<file path="src/rtl/halfdiv_pkg.sv">
package halfdiv_pkg;

    // Whether a field selects pass-through or real division.
    typedef enum logic [0:0] {
        SPAN_PASS = 1'b0,
        SPAN_DIV  = 1'b1
    } span_mode_e;

    // Shape of one output period in reference cycles.
    typedef struct packed {
        span_mode_e  mode;
        logic [31:0] period;
        logic [31:0] high;
    } span_t;

    // Period length: zero bypasses (same as ratio 1), otherwise field + 1.
    function automatic logic [31:0] period_of(input logic [31:0] field);
        return (field == 32'd0) ? 32'd2 : field + 32'd1;
    endfunction

    // High time: the larger half of the period.
    function automatic logic [31:0] high_of(input logic [31:0] period);
        return (period + 32'd1) >> 1;
    endfunction

    function automatic span_t span_of(input logic [31:0] field);
        span_t s;
        s.mode   = (field == 32'd0) ? SPAN_PASS : SPAN_DIV;
        s.period = period_of(field);
        s.high   = high_of(s.period);
        return s;
    endfunction

endpackage

</file>
<file path="src/rtl/halfdiv_cfg_hold.sv">
module halfdiv_cfg_hold #(
    parameter int FIELD_W   = 4,
    parameter int DEF_FIELD = 1
) (
    input  logic               clk,
    input  logic               rst,
    input  logic [FIELD_W-1:0] field_in,
    input  logic               load,
    output logic [FIELD_W-1:0] field_held
);
    localparam logic [FIELD_W-1:0] RST_FIELD = FIELD_W'(DEF_FIELD);

    always_ff @(posedge clk) begin
        if (rst) begin
            field_held <= RST_FIELD;
        end else if (load) begin
            field_held <= field_in;
        end
    end
endmodule

</file>
<file path="src/rtl/halfdiv_phase.sv">
module halfdiv_phase
    import halfdiv_pkg::*;
#(
    parameter int FIELD_W   = 4,
    parameter int DEF_FIELD = 1,
    localparam int CNT_W    = FIELD_W + 1
) (
    input  logic               clk,
    input  logic               rst,
    input  logic [FIELD_W-1:0] pending_field,
    output logic [FIELD_W-1:0] act_field,
    output logic [CNT_W-1:0]   nxt_cnt,
    output logic [CNT_W-1:0]   nxt_high,
    output logic               wrap
);
    localparam logic [31:0]        RST_PERIOD = period_of(32'(DEF_FIELD));
    localparam logic [CNT_W-1:0]   RST_LAST   = CNT_W'(RST_PERIOD - 32'd1);
    localparam logic [FIELD_W-1:0] RST_FIELD  = FIELD_W'(DEF_FIELD);

    logic [CNT_W-1:0]   cnt;
    logic [FIELD_W-1:0] field_d;
    span_t              cur_span;
    span_t              nxt_span;

    always_comb begin
        cur_span = span_of(32'(act_field));
        wrap     = (cnt == CNT_W'(cur_span.period - 32'd1));
        field_d  = wrap ? pending_field : act_field;
        nxt_span = span_of(32'(field_d));
        nxt_cnt  = wrap ? '0 : cnt + CNT_W'(1);
        nxt_high = CNT_W'(nxt_span.high);
    end

    // Reset parks the counter on the last cycle of a default period,
    // so the first cycle out of reset opens a fresh period.
    always_ff @(posedge clk) begin
        if (rst) begin
            cnt       <= RST_LAST;
            act_field <= RST_FIELD;
        end else begin
            cnt       <= nxt_cnt;
            act_field <= field_d;
        end
    end
endmodule

</file>
<file path="src/rtl/halfdiv_shaper.sv">
module halfdiv_shaper #(
    parameter int CNT_W = 5
) (
    input  logic             clk,
    input  logic             rst,
    input  logic             wrap,
    input  logic [CNT_W-1:0] nxt_cnt,
    input  logic [CNT_W-1:0] nxt_high,
    output logic             wave,
    output logic             start
);
    // Outputs are computed from next state and registered: glitch-free
    // and aligned with the counter.
    always_ff @(posedge clk) begin
        if (rst) begin
            wave  <= 1'b0;
            start <= 1'b0;
        end else begin
            wave  <= (nxt_cnt < nxt_high);
            start <= wrap;
        end
    end
endmodule

</file>
<file path="src/rtl/halfstep_clk_div.sv">
module halfstep_clk_div #(
    parameter int FIELD_W   = 4,
    parameter int CFG_W     = 16,
    parameter int DEF_FIELD = 1
) (
    input  logic             clk,
    input  logic             rst,
    input  logic [CFG_W-1:0] cfg_word,
    input  logic             cfg_load,
    output logic             div_out,
    output logic             tick
);
    localparam int CNT_W = FIELD_W + 1;

    logic [FIELD_W-1:0] field_held;
    logic [FIELD_W-1:0] act_field;
    logic [CNT_W-1:0]   nxt_cnt;
    logic [CNT_W-1:0]   nxt_high;
    logic               wrap;

    generate
        if (CFG_W > FIELD_W) begin : g_hi_bits
            logic unused_cfg_hi;
            assign unused_cfg_hi = ^cfg_word[CFG_W-1:FIELD_W];
        end
    endgenerate

    halfdiv_cfg_hold #(
        .FIELD_W   (FIELD_W),
        .DEF_FIELD (DEF_FIELD)
    ) u_hold (
        .clk        (clk),
        .rst        (rst),
        .field_in   (cfg_word[FIELD_W-1:0]),
        .load       (cfg_load),
        .field_held (field_held)
    );

    halfdiv_phase #(
        .FIELD_W   (FIELD_W),
        .DEF_FIELD (DEF_FIELD)
    ) u_phase (
        .clk           (clk),
        .rst           (rst),
        .pending_field (field_held),
        .act_field     (act_field),
        .nxt_cnt       (nxt_cnt),
        .nxt_high      (nxt_high),
        .wrap          (wrap)
    );

    halfdiv_shaper #(
        .CNT_W (CNT_W)
    ) u_shape (
        .clk      (clk),
        .rst      (rst),
        .wrap     (wrap),
        .nxt_cnt  (nxt_cnt),
        .nxt_high (nxt_high),
        .wave     (div_out),
        .start    (tick)
    );
endmodule

</file>
<file path="config.mk">
export PLATFORM = sky130hd
export DESIGN_NAME = halfstep_clk_div
export DESIGN_NICKNAME = d
export VERILOG_FILES = /design/src/rtl/halfdiv_pkg.sv /design/src/rtl/halfdiv_cfg_hold.sv /design/src/rtl/halfdiv_phase.sv /design/src/rtl/halfdiv_shaper.sv /design/src/rtl/halfstep_clk_div.sv
export SDC_FILE = /design/constraint.sdc
export NUM_CORES = 1
export LEC_CHECK = 0
export BUFFER_PORTS_ARGS = -buffer_cell sky130_fd_sc_hd__buf_2
export CAP_MARGIN = 0
export CORE_MARGIN = 10
export CORE_UTILIZATION = 59
export DETAILED_ROUTE_END_ITERATION = 10
export PLACE_DENSITY = 0.89
export SLEW_MARGIN = 10
export SYNTH_ARGS = -nofsm -noshare
export SYNTH_HDL_FRONTEND = slang
export SYNTH_HIERARCHICAL = 1
export SYNTH_SLANG_ARGS = --single-unit
</file>
<file path="constraint.sdc">
create_clock -name clk -period 6.1 [get_ports clk]
set_input_delay 0.61 -clock clk [delete_from_list [all_inputs] [get_ports clk]]
set_output_delay 0.61 -clock clk [all_outputs]
set_load 0.1 [all_outputs]
</file>
* After elaboration in Yosys (flattened, before gate mapping) *
Cells that the tools add are included.

word-level totals
  register bits = 15
  bits of input ports = 19
  output and inout port bits = 2
  word-level logic and storage cells = 18

operators by class
  add/subtract/negate cells = 5
  magnitude comparators = 1
  equal/unequal tests = 1
  mux-type cells = 4
  reduce and logical (&&, ||, !) cells = 2

operators by type and width
  kind                                                                 number
  4-bit by 1-bit adder with 5-bit output (second input constant)       2
  5-bit two-way mux                                                    2
  4-bit logical NOT                                                    2
  6-bit by 1-bit adder with 6-bit output (second input constant)       1
  6-bit two-way mux                                                    1
  5-bit by 1-bit adder with 5-bit output (second input constant)       1
  5-bit equality test                                                  1
  5-bit less-than comparator                                           1
  5-bit by 1-bit subtractor with 5-bit output (second input constant)  1
  4-bit two-way mux                                                    1

* Longest topological paths before layout *
Gate-level depths: netlist of the first run.

  word-level depth = 9
  mapped depth = 21
  depth with buffers taken out = 20

* Hierarchy *
Netlist of the first run, hierarchy kept.

modules (own cells, without submodules)
  module            times used  cells an instance  area each (sq um)  sequential area each (sq um)
  halfdiv_phase     1           119                930.9              180.2
  halfdiv_shaper    1           17                 146.4              40.0
  halfdiv_cfg_hold  1           13                 143.9              80.1

* Least setup slack after synthesis of the first run *
OpenSTA, ideal clock, no wires.

  path type = register to register
  from = reg u_phase.act_field[0]
  to = reg u_shape.wave
  arrival = 3.943 ns
  slack = 2.083 ns
  cell stages (with the launch flop) = 22
  path buffers = 2
  cells stage by stage = dfxtp_1 inv_1 ha_1 nand2b_1 or4_1 nand4_1 or3b_1 and3_1 buf_6 buf_2 mux2i_1 ha_1 nand2_1 nand2_1 ha_1 nand2_1 o21a_1 o22ai_1 inv_1 ha_1 a211o_1 a31oi_1

on the way
  cells in the longest elaborated chain, start to end = 9

ends and longest elaborated chain
  what                                                                                line                    source
  start, declared                                                                     halfdiv_phase.sv:11     output logic [FIELD_W-1:0] act_field,
  start signal, assigned                                                              halfdiv_phase.sv:42     act_field <= field_d;
  4-bit by 1-bit adder with 5-bit output / 4-bit logical NOT (equally long branches)  halfdiv_pkg.sv:18       return (field == 32'd0) ? 32'd2 : field + 32'd1;
  5-bit two-way mux *                                                                 halfdiv_pkg.sv:18
  5-bit by 1-bit subtractor with 5-bit output *                                       halfdiv_phase.sv:27     wrap = (cnt == CNT_W'(cur_span.period - 32'd1));
  5-bit equality test *                                                               halfdiv_phase.sv:27
  net wrap                                                                            halfstep_clk_div.sv:19  logic wrap;
  4-bit two-way mux *                                                                 halfdiv_phase.sv:28     field_d = wrap ? pending_field : act_field;
  4-bit by 1-bit adder with 5-bit output / 4-bit logical NOT (equally long branches)  --
  6-bit two-way mux *                                                                 halfdiv_pkg.sv:18
  6-bit by 1-bit adder with 6-bit output *                                            halfdiv_pkg.sv:23       return (period + 32'd1) >> 1;
  net nxt_high[3]                                                                     halfstep_clk_div.sv:18  logic [CNT_W-1:0] nxt_high;
  5-bit less-than comparator *                                                        halfdiv_shaper.sv:19    wave <= (nxt_cnt < nxt_high);
  end signal, assigned                                                                halfdiv_shaper.sv:19
  end, declared                                                                       halfdiv_shaper.sv:9     output logic wave,

Mark *: on every way through the listed nets, which the timed path passes. The rest lies on a longest branch.
A chain may end at the register's enable or synchronous reset.

* Worst setup path in the final report of the first run *
Ends and elaborated chain as after synthesis.

==> summary.md, run 1 <==
| Metric | Value |
|---|---|
| Outcome | complete, no violations |
| Most frequent cells in the layout | 16 x nor2_1, 15 x dfxtp_1, 11 x inv_1, 11 x nand2_1, 11 x ha_1 |
| Dpl hpwl | 1990 µm |
| Vias in the first global route | 1,026 |
| Antenna violation net count after detailed routing | 0 |
| Top-Level Pins | 21 |
| Number of flops mapped to enable cells by yosys | 0 |
| Routed WL | 2500 µm |
| CTS Root Buffer Type | clkbuf_4 |
| Share of cells above drive strength 1 | 13.5% |
| Crit-path cells | inv_1 -> ha_1 -> nand2b_1 -> or4_1 -> nand4_1 -> or3b_1 -> and3_1 -> mux2i_1 -> ha_1 -> nand2_1 -> nand2_1 -> ha_1 -> nand2_1 -> o21a_1 -> o22ai_1 -> inv_1 -> ha_1 -> a211o_1 -> a31oi_1 |
| Met1 Resource Use GR | 13.4% |
| CTS clk-pin slew, worst paths | 0.09 ns |
| Least-Margin Pin Slew | 0.689 ns |
| Initial Util | 62.2% |
| Die W | 65.5 µm |
| CTS tree | done |
| Post-CTS Setup Bufs | 0 |
| # resized after CTS | 0 |
| CP max stage cell | and3_1 |
| Flop2flop setup slack | 1.33 ns |
| Cell seen most often among critical-path stages | ha_1 |
| Final Instance Count excl. Fillers | 182 |
| Synth Net Count | 179 |
| YS warnings | 6 |
| Largest stage delay, worst path | 0.61 ns |
| Total CTS buffers | 3 |
| Input/output buffers | 8 |
| Reg2reg end | u_shape/wave$_SDFF_PP0_ |
| DR WL/cell | 13.8 µm |
| Hold_buf cts | 0 |
| CTS max path bufs | 2 |
| Leak Pwr | 0.548 nW |
| CTS H-tree lvls | 1 |
| Cell Rows | 16 |
| Global Route met3 Usage | 1.53% |
| CP required | 6.32 ns |
| Via density | 5.74 |
| Async set-reset flop share out of synthesis | 0% |
| Die area | 4290 µm² |
| End of the critical path | u_shape/wave$_SDFF_PP0_ |
| Slew HR | 54.1% |
| Core Box Area | 1960 µm² |
| Final core occ | 65.2% |
| GRT Overall Usage | 13.0% |
| Global routing usage on met2 | 22.9% |
| # placed instances | 178 |
| Largest net degree at the start of global routing | 18 |
| # setup viols final | 0 |
| CP Max Fanout | 17 |
| GPL Wtd Cong | 0.805 |
| Global route hottest layer | met2 |
| Clock skew | 0.00167 ns |
| Setup CP Type | flip-flop to flip-flop |
| P&R area growth vs syn | 4.71% |
| Vias | 1,044 |
| Max-Cap Viols | 0 |
| Mapped Cells | 149 |
| Seq/Total Area, Yosys | 24.6% |
| DR pass1 iterations | 4 |
| Die height | 65.5 µm |
| DRC | 0 |
| Crit. End Element | flip-flop |
| RSZ-0062 raised after global routing | false |
| Hold Fails Final Rpt | 0 |
| Total Nets Final | 186 |
| Type of origin of the critical path | flip-flop |
| Clock Latency Late Sink | 0.29 ns |
| Fillers | 185 |
| Post-synthesis cell type count | 42 |
| Setup TNS | 0 ns |
| Netlist Area Pre-Place | 1220 µm² |
| Worst VDD drop | 0.341 mV |
| Total power | 732 µW |
| R2R cell count | 19 |
| WP data arrival | 4.99 ns |
| Global-route wire length before repair | 4440 µm |
| #FFs+latches synth | 15 |
| ANT cells | 0 |
| Tmin final | 4.77 ns |
| Final worst-path cycle share | 78.2% |
| Cell Pwr Density | 573 nW/µm² |
| Worst Setup SP | u_phase/act_field[0]$_SDFF_PP1_ |
| Syn avg cell area | 8.20 µm² |
| Hold crit path type | input port to flip-flop |
| Final Slew Violations | 0 |
| Sinks on Clock Net | 15 |
| Top_reg_cell synth | dfxtp_1 |
| Reg2reg start | u_phase/act_field[0]$_SDFF_PP1_ |
| Most common cell after layout, fill and taps aside | nor2_1 |
| Fmax | 210 MHz |
| Initial antenna violation count | 0 |
| DRT iter0 DRCs | 66 |
| Total grt overflow | 0 |
[worst min-delay path by stage]
stage,startpoint,end,slack (ns),cells past startpoint
final,cfg_word[2],u_hold/field_held[2]$_SDFFE_PP0P_,0.55,3
after global routing,cfg_word[3],u_hold/field_held[3]$_SDFFE_PP0P_,0.58,3
after CTS,cfg_word[2],u_hold/field_held[2]$_SDFFE_PP0P_,0.54,3
after detailed placement,u_hold/field_held[3]$_SDFFE_PP0P_,u_hold/field_held[3]$_SDFFE_PP0P_,0.54,2
after global placement,u_hold/field_held[3]$_SDFFE_PP0P_,u_hold/field_held[3]$_SDFFE_PP0P_,0.51,2
after floorplan,u_hold/field_held[3]$_SDFFE_PP0P_,u_hold/field_held[3]$_SDFFE_PP0P_,0.48,2
[through the flow]
step	setup slack (ns)	area (µm²)	hold slack [ns]
floorplan	2.08	1220	0.483
global placement	1.64	1250	0.513
detailed placement	1.43	1250	0.541
CTS	1.39	1280	0.545
global route	0.951	1280	0.580
finish	1.33	1280	0.552
[registers in the layout, indices dropped and copies added (netlist names)]
register / flops
u_hold/field_held: 4
u_phase/act_field: 4
u_phase/cnt: 5
u_shape/start: 1
u_shape/wave: 1
[worst max-delay path: cells and delay by family (launching register included)]
| kind | cells | cell delay, ns |
|---|---|---|
| mux | 1 | 0.41 |
| buf+inv | 2 | 0.16 |
| fa+ha+maj | 4 | 1.05 |
| compound gates | 4 | 0.73 |
| flops | 1 | 0.52 |
| simple gates | 8 | 1.82 |
[layout make-up]
class | instances | area [µm²] | share of cell area, %
clock inverter | 1 | 5.00 | 0.391
tap | 27 | 33.8 | 2.64
multi-input combinational | 117 | 836 | 65.4
clock buffer | 3 | 22.5 | 1.76
timing repair buffer | 8 | 40.0 | 3.13
sequential | 15 | 300 | 23.5
inverter | 11 | 41.3 | 3.23
[cells by family after synthesis]
group	Yosys count	share of synthesized area, %
AOI/OAI and AO/OA	25	14.8
xor gates and xnor gates	11	7.89
adders and majority gates	11	11.3
buffers and inverters	17	6.97
DFF	15	24.6
muxes	10	8.71
other	1	0.307
and+or+nand+nor	59	25.5
[synth_stat cells (4+ instances only)]
cell	number	area, µm²
a21oi_1	6	30.0
dfxtp_1	15	300
ha_1	11	138
inv_1	11	41.3
mux2i_1	8	80.1
nand2_1	11	41.3
nand4_1	4	25.0
nor2_1	16	60.1
nor2b_1	7	43.8
o21ai_0	4	20.0
xnor2_1	4	35.0
xor2_1	7	61.3
[metal layers]
metal	wire, µm	vias to the layer above	part of all wire, %
met2	1310	23	52
met1	1050	485	42
met3	44	8	1.8
li1	-	528	-
met4	97	0	3.9
met5	0	-	0
[power breakdown]
group / switching [mW] / internal, mW
Sequential: 0.0349 / 0.121
Clock: 0.0334 / 0.0244
Combinational: 0.309 / 0.209
(Power assumes the default switching activity.)
==> inputs of run 2 (changes only) <==
--- a/config.mk
+++ b/config.mk
@@ -8,9 +8,9 @@
 export BUFFER_PORTS_ARGS = -buffer_cell sky130_fd_sc_hd__buf_2
 export CAP_MARGIN = 0
 export CORE_MARGIN = 10
-export CORE_UTILIZATION = 59
+export CORE_UTILIZATION = 55
 export DETAILED_ROUTE_END_ITERATION = 10
-export PLACE_DENSITY = 0.89
+export PLACE_DENSITY = 0.84
 export SLEW_MARGIN = 10
 export SYNTH_ARGS = -nofsm -noshare
 export SYNTH_HDL_FRONTEND = slang
==> constraint.sdc (replaced) <==
create_clock -name clk -period 4.87 [get_ports clk]
set_input_delay 0.487 -clock clk [delete_from_list [all_inputs] [get_ports clk]]
set_output_delay 0.487 -clock clk [all_outputs]
set_load 0.1 [all_outputs]
==> run 2 against run 1 <==
  * Flip-flop and latch count did not move
  * Highest routed layer unchanged
  * Critical path type unchanged
  * Critical endpoint unchanged
  * Die area rose by 5.0%
  * Non-clock buffer count rose by 1
  * Combinational power rose by 28%
==> summary.md, run 2 (synthesis results as in run 1) <==
| Metric | Value |
|---|---|
| Outcome | complete, no violations |
| Cell Rows | 17 (+1) |
| Final Cell Area | 1290 µm² (+0.59%) |
| Vias in the first global route | 1,041 (+1.5%) |
| Biggest regs | u_phase/cnt x5, u_hold/field_held x4, u_phase/act_field x4 |
| Dpl ws | 0.395 ns (-1.03 ns) |
| Final core occ | 59.3% (-5.9 points) |
| Crit. End Element | flip-flop |
| Clock Latency Late Sink | 0.27 ns (-0.02 ns) |
| Hold crit path type | input port to flip-flop |
| P&R area growth vs syn | 5.33% |
| Clock skew | 0.00230 ns (+0.000634 ns) |
| Total Nets Final | 187 (+0.54%) |
| WP buf/inv | 3 (+1) |
| Clock share of power | 7.4% (-0.5 points) |
| Cell seen most often among critical-path stages | ha_1 |
| Setup TNS | 0 ns (unchanged) |
| Hold_buf cts | 0 (unchanged) |
| # resized after CTS | 0 (unchanged) |
| Max FFs per register | 5 (unchanged) |
| ANT cells | 0 (unchanged) |
| CP max stage cell | dfxtp_1 |
| GRT Overall Usage | 11.8% (-1.2 points) |
| CTS H-tree lvls | 1 (unchanged) |
| Antenna violation net count after detailed routing | 0 (unchanged) |
| P_int | 458 µW (+29%) |
| Sequential Power Share | 21.2% (about the same) |
| Psw | 470 µW (+25%) |
| Crit path max-delay family | simple AND/OR/NAND/NOR gates |
| Dpl hpwl | 1960 µm (-1.6%) |
| Most frequent cells in the layout | 16 x nor2_1, 15 x dfxtp_1, 11 x inv_1, 11 x nand2_1, 11 x ha_1 |
| Global-route wire length before repair | 4300 µm (-3.1%) |
| Hold Fails Final Rpt | 0 (unchanged) |
| Final setup margin | 0.358 ns (-0.973 ns) |
| Vias | 1,037 (-0.67%) |
| DRC | 0 (unchanged) |
| Final Slew Violations | 0 (unchanged) |
| Input/output buffers | 8 (unchanged) |
| CP Max Fanout | 9 (-8) |
| Max-Cap Viols | 0 (unchanged) |
| Fillers | 205 (+11%) |
| GPL Wtd Cong | 0.791 (-1.7%) |
| Switching power as a share of total power | 50.6% (-0.86 points) |
| Type of origin of the critical path | flip-flop |
| CTS clk-pin slew, worst paths | 0.08 ns (about the same) |
| Most common cell after layout, fill and taps aside | nor2_1 |
| Sinks on Clock Net | 15 (unchanged) |
| # placed instances | 180 (+1.1%) |
| Largest stage delay, worst path | 0.51 ns (-0.10 ns) |
| # setup viols final | 0 (unchanged) |
| Cell Pwr Density | 722 nW/µm² (+26%) |
| Post-CTS Setup Bufs | 0 (unchanged) |
| Die W | 67.1 µm (+2.5%) |
| Fmax | 222 MHz (+5.7%) |
| Share of cells above drive strength 1 | 13.5% (-0.087 points) |
| WP data arrival | 4.72 ns (-0.27 ns) |
| DR WL/cell | 13.5 µm (-2.1%) |
| CTS tree | done |
| Die height | 67.1 µm (+2.5%) |
| Sequential cell area | 300 µm² (unchanged) |
| CP required | 5.07 ns (-1.25 ns) |
| Final worst-path cycle share | 92.6% (+14 points) |
| Total CTS buffers | 3 (unchanged) |
| Setup CP Type | flip-flop to flip-flop |
| CTS Root Buffer Type | clkbuf_4 |
| Crit-path cells | inv_1 -> ha_1 -> nand2b_1 -> or4_1 -> nand4_1 -> or3b_1 -> and3_1 -> mux2_4 -> inv_1 -> ha_1 -> nand2_1 -> nand2_1 -> ha_1 -> nand2_1 -> o21a_1 -> o22ai_1 -> inv_1 -> ha_1 -> a211o_1 -> a31oi_1 |
| Top reg by flops | u_phase/cnt |
| Leak Pwr | 0.550 nW (+0.42%) |
| Largest net degree at the start of global routing | 13 (-5) |
| Die area | 4510 µm² (+5.0%) |
| DR pass1 iterations | 4 (unchanged) |
| Routed WL | 2480 µm (-1.0%) |
| Via density | 5.64 (-1.8%) |
| Dpl cell area | 1260 µm² (+0.70%) |
| Initial Util | 56.3% (-6.0 points) |
| RSZ-0062 raised after global routing | false |
| Core Box Area | 2170 µm² (+11%) |
| Area of the multi-input gates | 836 µm² (unchanged) |
| Initial antenna violation count | 0 (unchanged) |
| Comb pwr share | 71.5% (+0.7 points) |
| Final Instance Count excl. Fillers | 184 (+1.1%) |
| Worst VDD drop | 0.464 mV (+36%) |
| DRT iter0 DRCs | 76 (+15%) |
| CTS max path bufs | 2 (unchanged) |
| Top-Level Pins | 21 (unchanged) |
| Tmin final | 4.51 ns (-0.257 ns) |
| Total grt overflow | 0 (unchanged) |
run 2: cell count changes in the layout (fill, tap and decap cells not counted), sizes merged:
cell | previous run | this run
clkbuf | 3 | 4
clkinv | 1 | 0
buf | 8 | 9
run 2: metrics by stage:
stage | hold slack (ns) | power (mW)
global placement | 0.511 | 0.822
floorplan | 0.483 | 0.770
CTS | 0.408 | 0.931
finish | 0.417 | 0.928
global route | 0.428 | 1.03
detailed placement | 0.542 | 0.860
run 2: per-layer routing:
metal	vias to the layer above	global-route usage [%]	share of wire [%]
met1	482	12.2	41
met5	-	0	0
met2	25	22.6	54
li1	526	-	-
met3	4	0.503	2.9
met4	0	7.18	2.3
run 2: path summary, 6_finish.rpt:
path,from,endpoint,slack (ns),depth (start not counted)
max,u_phase/act_field[0]$_SDFF_PP1_,u_shape/wave$_SDFF_PP0_,0.36,20
min reg2reg,u_hold/field_held[3]$_SDFFE_PP0P_,u_hold/field_held[3]$_SDFFE_PP0P_,0.56,2
min,cfg_word[0],u_hold/field_held[0]$_SDFFE_PP1P_,0.42,2
max reg2reg,u_phase/act_field[0]$_SDFF_PP1_,u_shape/wave$_SDFF_PP0_,0.36,20
run 2: power by group through the flow:
stage	logic (mW)	registers (mW)	clock network, mW
after floorplan	0.542	0.228	0
after global placement	0.626	0.196	0
after detailed placement	0.660	0.199	0
after CTS	0.664	0.196	0.0711
after global routing	0.751	0.204	0.0766
final	0.664	0.196	0.0684
run 2: final cells by class:
class	instances	share of cell area [%]
Multi-Input combinational cell	117	65.0
Clock buffer	4	2.04
Sequential cell	15	23.3
Timing Repair Buffer	9	3.70
Inverter	11	3.21
Tap cell	28	2.72
